File: src/rtl/hfifo_pkg.sv
package hfifo_pkg;

    // Registered level indications
    typedef struct packed {
        logic rx_flag;
        logic rx_req;
        logic tx_flag;
        logic tx_req;
    } lvl_out_t;

endpackage

File: src/rtl/hfifo_store.sv
module hfifo_store #(
    parameter int DEPTH = 32,
    parameter int DW    = 16,
    localparam int AW   = $clog2(DEPTH)
) (
    input  logic          clk,
    input  logic          wr_en,
    input  logic [AW-1:0] wr_addr,
    input  logic [DW-1:0] wr_data,
    input  logic [AW-1:0] rd_addr,
    output logic [DW-1:0] rd_data
);

    logic [DW-1:0] mem_q [DEPTH];

    // Storage array: no reset, written only on an accepted push
    always_ff @(posedge clk) begin
        if (wr_en) begin
            mem_q[wr_addr] <= wr_data;
        end
    end

    assign rd_data = mem_q[rd_addr];

endmodule

File: src/rtl/hfifo_ptr.sv
module hfifo_ptr #(
    parameter int DEPTH = 32,
    localparam int AW   = $clog2(DEPTH),
    localparam int CW   = $clog2(DEPTH + 1)
) (
    input  logic          clk,
    input  logic          rst_n,
    input  logic          clear,
    input  logic          push,
    input  logic          pop,
    output logic          push_ok,
    output logic [AW-1:0] wr_addr,
    output logic [AW-1:0] head_addr,
    output logic [CW-1:0] count_q_o,
    output logic [CW-1:0] count_nxt
);

    localparam logic [CW-1:0] FULL = CW'(DEPTH);

    typedef struct packed {
        logic [AW-1:0] start;
        logic [CW-1:0] count;
    } ptr_t;

    ptr_t s_d, s_q;
    logic pop_ok;
    logic [AW:0] addr_sum;

    always_comb begin
        s_d      = s_q;
        push_ok  = push && (s_q.count != FULL);
        pop_ok   = pop && (s_q.count != '0);
        addr_sum = {1'b0, s_q.start} + (AW+1)'(s_q.count);
        if (addr_sum >= (AW+1)'(DEPTH)) begin
            addr_sum = addr_sum - (AW+1)'(DEPTH);
        end
        if (clear) begin
            s_d = '0;
        end else begin
            if (pop_ok) begin
                s_d.start = (s_q.start == AW'(DEPTH - 1)) ? '0 : s_q.start + 1'b1;
            end
            case ({push_ok, pop_ok})
                2'b10:   s_d.count = s_q.count + 1'b1;
                2'b01:   s_d.count = s_q.count - 1'b1;
                default: s_d.count = s_q.count;
            endcase
        end
    end

    always_ff @(posedge clk or negedge rst_n) begin
        if (!rst_n) begin
            s_q <= '0;
        end else begin
            s_q <= s_d;
        end
    end

    assign wr_addr   = addr_sum[AW-1:0];
    assign head_addr = s_q.start;
    assign count_q_o = s_q.count;
    assign count_nxt = s_d.count;

    AST_COUNT_RANGE: assert property (@(posedge clk) disable iff (!rst_n)
        s_q.count <= FULL) else $error("count beyond depth");

    AST_FULL_DROP: assert property (@(posedge clk) disable iff (!rst_n)
        (s_q.count == FULL && push && !pop && !clear) |=> (s_q.count == FULL))
        else $error("push into full ring changed count");

    AST_EMPTY_POP: assert property (@(posedge clk) disable iff (!rst_n)
        (s_q.count == '0 && pop && !push && !clear) |=> (s_q.count == '0 && $stable(s_q.start)))
        else $error("pop from empty ring moved state");

    AST_START_EMPTIES: assert property (@(posedge clk) disable iff (!rst_n)
        clear |=> (s_q.count == '0)) else $error("start left entries");

endmodule

File: src/rtl/hfifo_level.sv
module hfifo_level
    import hfifo_pkg::*;
#(
    parameter int DEPTH = 32,
    localparam int AW   = $clog2(DEPTH),
    localparam int CW   = $clog2(DEPTH + 1)
) (
    input  logic [CW-1:0] count,
    input  logic [AW-1:0] hi_lvl,
    input  logic [AW-1:0] lo_lvl,
    input  logic          rx_dma_en,
    input  logic          tx_dma_en,
    input  logic          dir_rx,
    input  logic          active,
    output lvl_out_t      lvl
);

    logic over_hi, under_lo, idle_empty;

    always_comb begin
        over_hi    = dir_rx && (count > CW'(hi_lvl));
        under_lo   = !dir_rx && (count < CW'(lo_lvl));
        idle_empty = !active && (count == '0);
        lvl        = '0;
        if (!idle_empty) begin
            lvl.rx_req  = over_hi && rx_dma_en;
            lvl.rx_flag = over_hi && !rx_dma_en;
            lvl.tx_req  = under_lo && tx_dma_en;
            lvl.tx_flag = under_lo && !tx_dma_en;
        end
    end

endmodule

File: src/rtl/hfifo_top.sv
module hfifo_top
    import hfifo_pkg::*;
#(
    parameter int DEPTH = 32,
    parameter int DW    = 16,
    localparam int AW   = $clog2(DEPTH),
    localparam int CW   = $clog2(DEPTH + 1)
) (
    input  logic          clk,
    input  logic          rst_n,
    input  logic          xfer_start,
    input  logic          xfer_active,
    input  logic          xfer_dir,
    input  logic          cfg_wr,
    input  logic [15:0]   cfg_wdata,
    output logic [15:0]   cfg_rdata,
    input  logic          cpu_wr,
    input  logic [DW-1:0] cpu_wdata,
    input  logic          cpu_rd,
    input  logic          card_push,
    input  logic [DW-1:0] card_wdata,
    input  logic          card_pop,
    output logic [DW-1:0] head_data,
    output logic [CW-1:0] fill_count,
    output logic          rx_dma_req,
    output logic          tx_dma_req,
    output logic          rx_level_flag,
    output logic          tx_level_flag
);

    localparam int HI_POS = 8;
    localparam int LO_POS = 0;

    typedef struct packed {
        logic          rx_en;
        logic [AW-1:0] hi;
        logic          tx_en;
        logic [AW-1:0] lo;
        lvl_out_t      lvl;
    } top_t;

    top_t st_d, st_q;

    logic          push, pop, push_ok;
    logic [DW-1:0] push_data;
    logic [AW-1:0] wr_addr, head_addr;
    logic [CW-1:0] count_q, count_nxt;
    lvl_out_t      lvl_nxt;

    // Direction routing of the two ends
    always_comb begin
        push      = xfer_dir ? card_push : cpu_wr;
        pop       = xfer_dir ? cpu_rd : card_pop;
        push_data = xfer_dir ? card_wdata : cpu_wdata;
    end

    hfifo_ptr #(.DEPTH(DEPTH)) i_ptr (
        .clk       (clk),
        .rst_n     (rst_n),
        .clear     (xfer_start),
        .push      (push),
        .pop       (pop),
        .push_ok   (push_ok),
        .wr_addr   (wr_addr),
        .head_addr (head_addr),
        .count_q_o (count_q),
        .count_nxt (count_nxt)
    );

    hfifo_store #(.DEPTH(DEPTH), .DW(DW)) i_store (
        .clk     (clk),
        .wr_en   (push_ok && !xfer_start),
        .wr_addr (wr_addr),
        .wr_data (push_data),
        .rd_addr (head_addr),
        .rd_data (head_data)
    );

    hfifo_level #(.DEPTH(DEPTH)) i_level (
        .count     (count_nxt),
        .hi_lvl    (st_d.hi),
        .lo_lvl    (st_d.lo),
        .rx_dma_en (st_d.rx_en),
        .tx_dma_en (st_d.tx_en),
        .dir_rx    (xfer_dir),
        .active    (xfer_active),
        .lvl       (lvl_nxt)
    );

    // Next state: config word, then indications from next-state values
    always_comb begin
        st_d = st_q;
        if (cfg_wr) begin
            st_d.rx_en = cfg_wdata[15];
            st_d.hi    = cfg_wdata[HI_POS +: AW];
            st_d.tx_en = cfg_wdata[7];
            st_d.lo    = cfg_wdata[LO_POS +: AW];
        end
        st_d.lvl = lvl_nxt;
    end

    always_ff @(posedge clk or negedge rst_n) begin
        if (!rst_n) begin
            st_q       <= '0;
            st_q.hi    <= AW'(DEPTH - 1);
        end else begin
            st_q <= st_d;
        end
    end

    always_comb begin
        cfg_rdata                 = '0;
        cfg_rdata[15]             = st_q.rx_en;
        cfg_rdata[HI_POS +: AW]   = st_q.hi;
        cfg_rdata[7]              = st_q.tx_en;
        cfg_rdata[LO_POS +: AW]   = st_q.lo;
    end

    assign fill_count    = count_q;
    assign rx_dma_req    = st_q.lvl.rx_req;
    assign tx_dma_req    = st_q.lvl.tx_req;
    assign rx_level_flag = st_q.lvl.rx_flag;
    assign tx_level_flag = st_q.lvl.tx_flag;

    AST_RX_EXCL: assert property (@(posedge clk) disable iff (!rst_n)
        !(rx_dma_req && rx_level_flag)) else $error("rx flag and request both high");

    AST_TX_EXCL: assert property (@(posedge clk) disable iff (!rst_n)
        !(tx_dma_req && tx_level_flag)) else $error("tx flag and request both high");

    AST_ONE_DIR: assert property (@(posedge clk) disable iff (!rst_n)
        !((rx_dma_req || rx_level_flag) && (tx_dma_req || tx_level_flag)))
        else $error("both directions indicated");

    AST_IDLE_QUIET: assert property (@(posedge clk) disable iff (!rst_n)
        (!$past(xfer_active) && fill_count == '0) |->
        !(rx_dma_req || tx_dma_req || rx_level_flag || tx_level_flag))
        else $error("indication while idle and empty");

    AST_DMA_EN_CLEARS: assert property (@(posedge clk) disable iff (!rst_n)
        (cfg_wr && cfg_wdata[15]) |=> !rx_level_flag)
        else $error("rx flag survived DMA enable");

endmodule

File: config.mk
export PLATFORM = sky130hd
export DESIGN_NAME = hfifo_top
export DESIGN_NICKNAME = d
export VERILOG_FILES = /design/src/rtl/hfifo_pkg.sv /design/src/rtl/hfifo_store.sv /design/src/rtl/hfifo_ptr.sv /design/src/rtl/hfifo_level.sv /design/src/rtl/hfifo_top.sv
export SDC_FILE = /design/constraint.sdc
export NUM_CORES = 1
export LEC_CHECK = 0
export BUFFER_PORTS_ARGS = -buffer_cell sky130_fd_sc_hd__buf_4
export CORE_ASPECT_RATIO = 1.2
export CORE_MARGIN = 2
export CORE_UTILIZATION = 60
export CTS_CLUSTER_DIAMETER = 60
export DETAILED_ROUTE_END_ITERATION = 10
export PLACE_DENSITY = 0.82
export SYNTH_ARGS = -nofsm -noshare
export SYNTH_HDL_FRONTEND = slang
export SYNTH_SLANG_ARGS = --single-unit
File: constraint.sdc
create_clock -name clk -period 4.7 [get_ports clk]
set_clock_uncertainty 0.15 [all_clocks]
set_input_delay 0.235 -clock clk [delete_from_list [all_inputs] [get_ports clk]]
set_output_delay 0.235 -clock clk [all_outputs]
set_load 0.1 [all_outputs]
## Word level (Yosys, flattened, before mapping)

Memory sizes are Yosys's and may differ from the RTL's.
Cells that the tools add are included.

| cells by class | value |
|---|---|
| $add $sub $neg | 5 |
| magnitude comparators | 3 |
| equal/unequal tests | 4 |
| muxes and demuxes | 12 |
| reductions and logical operators | 18 |

Operators with widths:

| operator | count |
|---|---|
| two-way mux 16 bit | 1 |
| two-way mux 5 bit | 3 |
| two-way mux 12 bit | 1 |
| one-hot mux 6 bit (2 select lines) | 1 |
| two-way mux 11 bit | 1 |
| logical AND 1 bit | 10 |
| adder 5 x 6 -> 6 bit | 1 |
| adder 6 x 1 -> 6 bit (second input constant) | 1 |
| >= comparator 6 bit (second input constant) | 1 |
| > comparator 6 x 5 -> 1 bit | 1 |
| zero test 6 bit | 1 |
| < comparator 6 x 5 -> 1 bit | 1 |
| inequality test 6 bit (second input constant) | 1 |
| nonzero test 6 bit | 1 |
| subtractor 6 x 1 -> 6 bit (second input constant) | 1 |
| adder 5 x 1 -> 5 bit (second input constant) | 1 |
| equality test 5 bit (second input constant) | 1 |
| zero test 1 bit | 5 |
| subtractor 5 x 1 -> 5 bit (second input constant) | 1 |
| two-way mux 1 bit | 4 |
| two-way mux 4 bit | 1 |
| equality test 2 x 1 -> 1 bit (second input constant) | 1 |
| equality test 2 bit (second input constant) | 1 |
| nonzero test 2 bit | 1 |

| storage, ports and cells | value |
|---|---|
| register bits | 27 |
| bits in writable memories | 512 |
| input bits | 58 |
| logic and storage cells | 53 |
| memories kept | 1 |

Memories:

| name | words | width | read ports | clocked after Yosys merged registers in | write ports | line | source |
|---|---|---|---|---|---|---|---|
| i_store.mem_q | 32 | 16 | 1 | 0 | 1 | hfifo_store.sv:14 | `logic [DW-1:0] mem_q [DEPTH];` |

## Longest topological paths before layout

| logic depth | value |
|---|---|
| depth in word-level cells | 9 |
| depth in mapped cells | 18 |

## Cells and area by module

Synthesis repeated with hierarchy kept, for this count alone.

| unflattened totals | value |
|---|---|
| cell total of the unflattened synthesis | 1339 |
| area, all modules | 22437.8 um^2 |

Modules (own cells, without submodules):

| module | times used | cells each | area an instance (um^2) | sequential area each (um^2) |
|---|---|---|---|---|
| hfifo_store | 1 | 1127 | 20215.6 | 15374.7 |
| hfifo_ptr | 1 | 117 | 1052.3 | 275.3 |
| hfifo_top | 1 | 55 | 860.8 | 406.6 |
| hfifo_level | 1 | 40 | 309.0 | 0.0 |

## Worst setup path after synthesis

No wires, ideal clock.

| timing path | value |
|---|---|
| path type | reg2reg |
| start | reg i_ptr.s_q, in the netlist i_ptr.count_q_o[4] |
| end | reg st_q, in the netlist rx_dma_req |
| data arrival time | 4.126 ns |
| data required time | 4.463 ns |
| setup slack | 0.337 ns |
| stages on the path, launching flop included | 15 |
| clock period less this slack | 4.363 ns |
| cells stage by stage | dfrtp_1 -> buf_4 -> or4_4 -> o31ai_2 -> inv_1 -> ha_1 -> buf_2 -> o31a_1 -> nor4_1 -> a211oi_2 -> ha_1 -> mux2i_1 -> a211oi_1 -> o211ai_1 -> o211ai_1 |

RTL lines:

| item | line | source |
|---|---|---|
| start: declaration | hfifo_ptr.sv:25 | `ptr_t s_d, s_q;` |
| start signal: assignment | hfifo_ptr.sv:53 | `s_q <= '0;` |
| start signal: assignment | hfifo_ptr.sv:55 | `s_q <= s_d;` |
| end signal: assignment | hfifo_top.sv:107 | `st_q <= st_d;` |
| end: declaration | hfifo_top.sv:42 | `top_t st_d, st_q;` |

==> flow_metrics.tcl <==
set metrics [dict create \
    ys_types 59 \
    detail_route.wirelength_um 52000 \
    fmax_mhz 232 \
    rsz0062_at_grt "false" \
    clk_path_buf_depth 3 \
    worstHoldPathCells 5 \
    power_per_cell_area_mw_per_mm2 544 \
    power.share.clock_pct 29.0 \
    global_routing_usage_summed_across_all_routing_layers_pct 28.6 \
    holdCritPathClass "in2reg" \
    design.final.nets 1238 \
    clock_sinks 539 \
    final_gp_congestion 0.803 \
    period_share_pct 91.6 \
    grt_first_pass_wirelength_um 76100 \
    power.leakage_nw 8.15 \
    power.share.sequential_pct 42.4 \
    via_count 11100 \
    layout.cells.most_common_list "edfxtp_1, mux4_2, buf_4" \
    ctsRootBufferMaster "clkbuf_16" \
    core_footprint_mm2 0.0358 \
    vias_per_cell 6.66 \
    antenna_violating_nets_post_route 0 \
    power.switching_w 0.00430 \
    clkSlewWorstSetupHoldPaths_ps 70 \
    critical_path_arrival_ps 4640 \
    crit_path_end_kind "register" \
    post-cts-setup-buffers 0 \
    post_synth_edffs 512 \
    final_area_mm2 0.0250 \
    tritoncts "done" \
    cts_made_buffers 48 \
    h-tree-depth 2 \
    insertion_delay_ps 570 \
    global_route.overflow_total 0 \
    worstPathMaxFanout 10 \
    yosysSeqAreaShare_pct 73.8 \
    flow.area_growth_from_synthesis_pct 15.0 \
    layout_commonest_cell "edfxtp_1" \
    top_reg_cell_synth "edfxtp_1" \
    rr_worst_depth 13 \
    layout-drive-gt1-share_pct 36.9 \
    avgRoutedWirePerCell_um 31.2 \
    worstMarginPinSlew_ps 1150 \
    synth_area_mm2 0.0218 \
    startpoint_type "register" \
    postPlaceCellArea_mm2 0.0232 \
    worst_ep_required_time_ps 5030 \
    final_period_minus_worst_setup_slack_ps 4310 \
    floorplan.die_area_mm2 0.0378 \
    number_of_warning_messages_in_the_yosys_log 0 \
    place_hpwl_um 26900 \
    final_setup_violation_count 0 \
    max_slew_margin_pct 23.4 \
    finalSetupTns_ps 0 \
    finalHoldViolations 0 \
    asyncSetResetFlopFracSynth_pct 5.01 \
    io_pins 100 \
    status "finished clean" \
    synthesis.instances 1000 \
    die_w_um 178 \
    drt-initial-drc-count 1328 \
    drc 0 \
    io_port_bufs 91 \
    timing.final.max_slew_violations 0 \
    chipHeight_um 213 \
    path_class "reg2reg" \
    via_count_of_the_first_global_routing_pass 11700 \
    cts_resized 0 \
    max-vdd-ir-drop_mv 0.304 \
    antenna_cells_inserted 0 \
    post_synthesis_register_bit_count 539 \
    p_comb_share_pct 28.7 \
    placement_rows 76 \
    drt_pre_antenna_iters 5 \
    initial_core_util_pct 60.7 \
    grt_antenna_before_repair 1 \
    p_int_w 0.00931 \
    postSynthAreaPerCell_um2 21.8 \
    pin_count_of_the_biggest_net_entering_global_routing 71 \
    max_cap_violations 0 \
    p_sw_share_pct 31.6 \
]
==> per-stage QoR <==
stage,instances,setup slack [ps],utilization [%],hold WS (ps),power [W]
after floorplan,1003,337,-,-211,0.00875
after global placement,1552,628,64.7,17.2,0.00956
after detailed placement,1552,509,64.7,17.1,0.00964
after CTS,1668,471,69.8,18.9,0.0137
after global routing,1668,206,69.8,66.9,0.0140
final,1668,393,69.8,45.7,0.0136
==> what timing repair did <==
action / in CTS / in global routing
setup endpoints to repair: 0 / 0
hold endpoints to repair: 52 / 0
hold buffers: 28 / 0
==> worst max-delay path: stages, from the launching register on <==
cell,delay (ps)
dfrtp_1,550
or4_4,620
o31ai_2,190
buf_4,190
inv_1,70
ha_1,440
nor4_1,350
nor4_1,100
a211oi_2,520
ha_1,340
mux2i_1,140
a211oi_1,310
o31ai_1,140
o211ai_1,120
==> cell usage after synthesis, types with 2 or more instances <==
library cell,instances,area [µm²]
a31o_2,2,17.5
nand4_1,2,12.5
a21oi_1,13,65.1
dfstp_2,5,131
nor2_1,48,180
a21o_1,4,30.0
buf_1,8,30.0
dfrtp_1,22,551
buf_4,5,37.5
o211ai_1,5,37.5
buf_2,7,35.0
nand2_1,16,60.1
or3_1,4,25.0
o21a_1,2,15.0
buf_6,10,113
nand2b_1,3,18.8
mux2i_1,12,120
a211oi_1,7,52.6
inv_1,14,52.6
mux4_2,160,3600
nor3b_1,2,15.0
o21ai_0,6,30.0
mux2_2,36,405
nand3_1,6,30.0
ha_1,17,213
o31ai_1,3,22.5
xor2_1,3,26.3
a211o_1,2,17.5
xnor2_1,6,52.6
clkbuf_1,25,93.8
and3_1,2,12.5
nor2b_1,3,18.8
nor4_1,2,12.5
edfxtp_1,512,15400
nor3_1,2,10.0
==> flip-flops by register name, summed over array words and instances (netlist names) <==
name and cells:
rx_dma_req 1, i_store.mem_q 512, rx_level_flag 1, tx_dma_req 1, tx_level_flag 1, i_ptr.count_q_o 6, cfg_rdata 12, i_ptr.head_addr 5
==> power groups by stage <==
stage,Sequential [W],Clock (W),Combinational [W]
2_1_floorplan,0.00595,0,0.00279
3_3_place_gp,0.00585,0,0.00371
3_5_place_dp,0.00586,0,0.00379
4_1_cts,0.00577,0.00399,0.00390
5_1_grt,0.00579,0.00413,0.00407
6_report,0.00577,0.00394,0.00390
==> cell families after synthesis <==
logic type      count (synthesis)  synth area share (%)
other cells                     1                0.0172
mux                           209                  19.0
flops                         539                  73.8
xor+xnor                        9                 0.362
compound gates                 53                  1.77
buf+inv                        69                  1.66
simple gates                  102                  2.35
fa+ha+maj                      18                  1.07
==> worst paths after layout <==
check / startpoint / endpoint / slack, ps
max: i_ptr.count_q_o[4] / rx_level_flag / 390
min: xfer_active / rx_dma_req / 50
max reg2reg: i_ptr.count_q_o[4] / rx_level_flag / 390
min reg2reg: cfg_rdata[7] / tx_level_flag / 540
max in group asynchronous: rst_n / i_ptr.head_addr[0] / 2690
min in group asynchronous: rst_n / cfg_rdata[10] / 70
==> per-layer routing <==
layer  global-route usage (%)  up-vias  routed length [µm]
met4                     13.3        2                2510
met2                     48.8      741               27200
met1                     36.4     5718               17600
met5                        0        -                  13
met3                     4.56      151                4650
li1                         -     4501                   -
==> cell type report <==
cell class / instances / area (µm²)
clock buffer: 71 / 1350
sequential: 539 / 16100
clock inverter: 17 / 221
timing repair buffer: 164 / 1330
fill: 1979 / 10800
multi-input combinational: 395 / 5430
tap: 468 / 586
inverter: 14 / 52.6
Power figures use the tool's default switching activity.
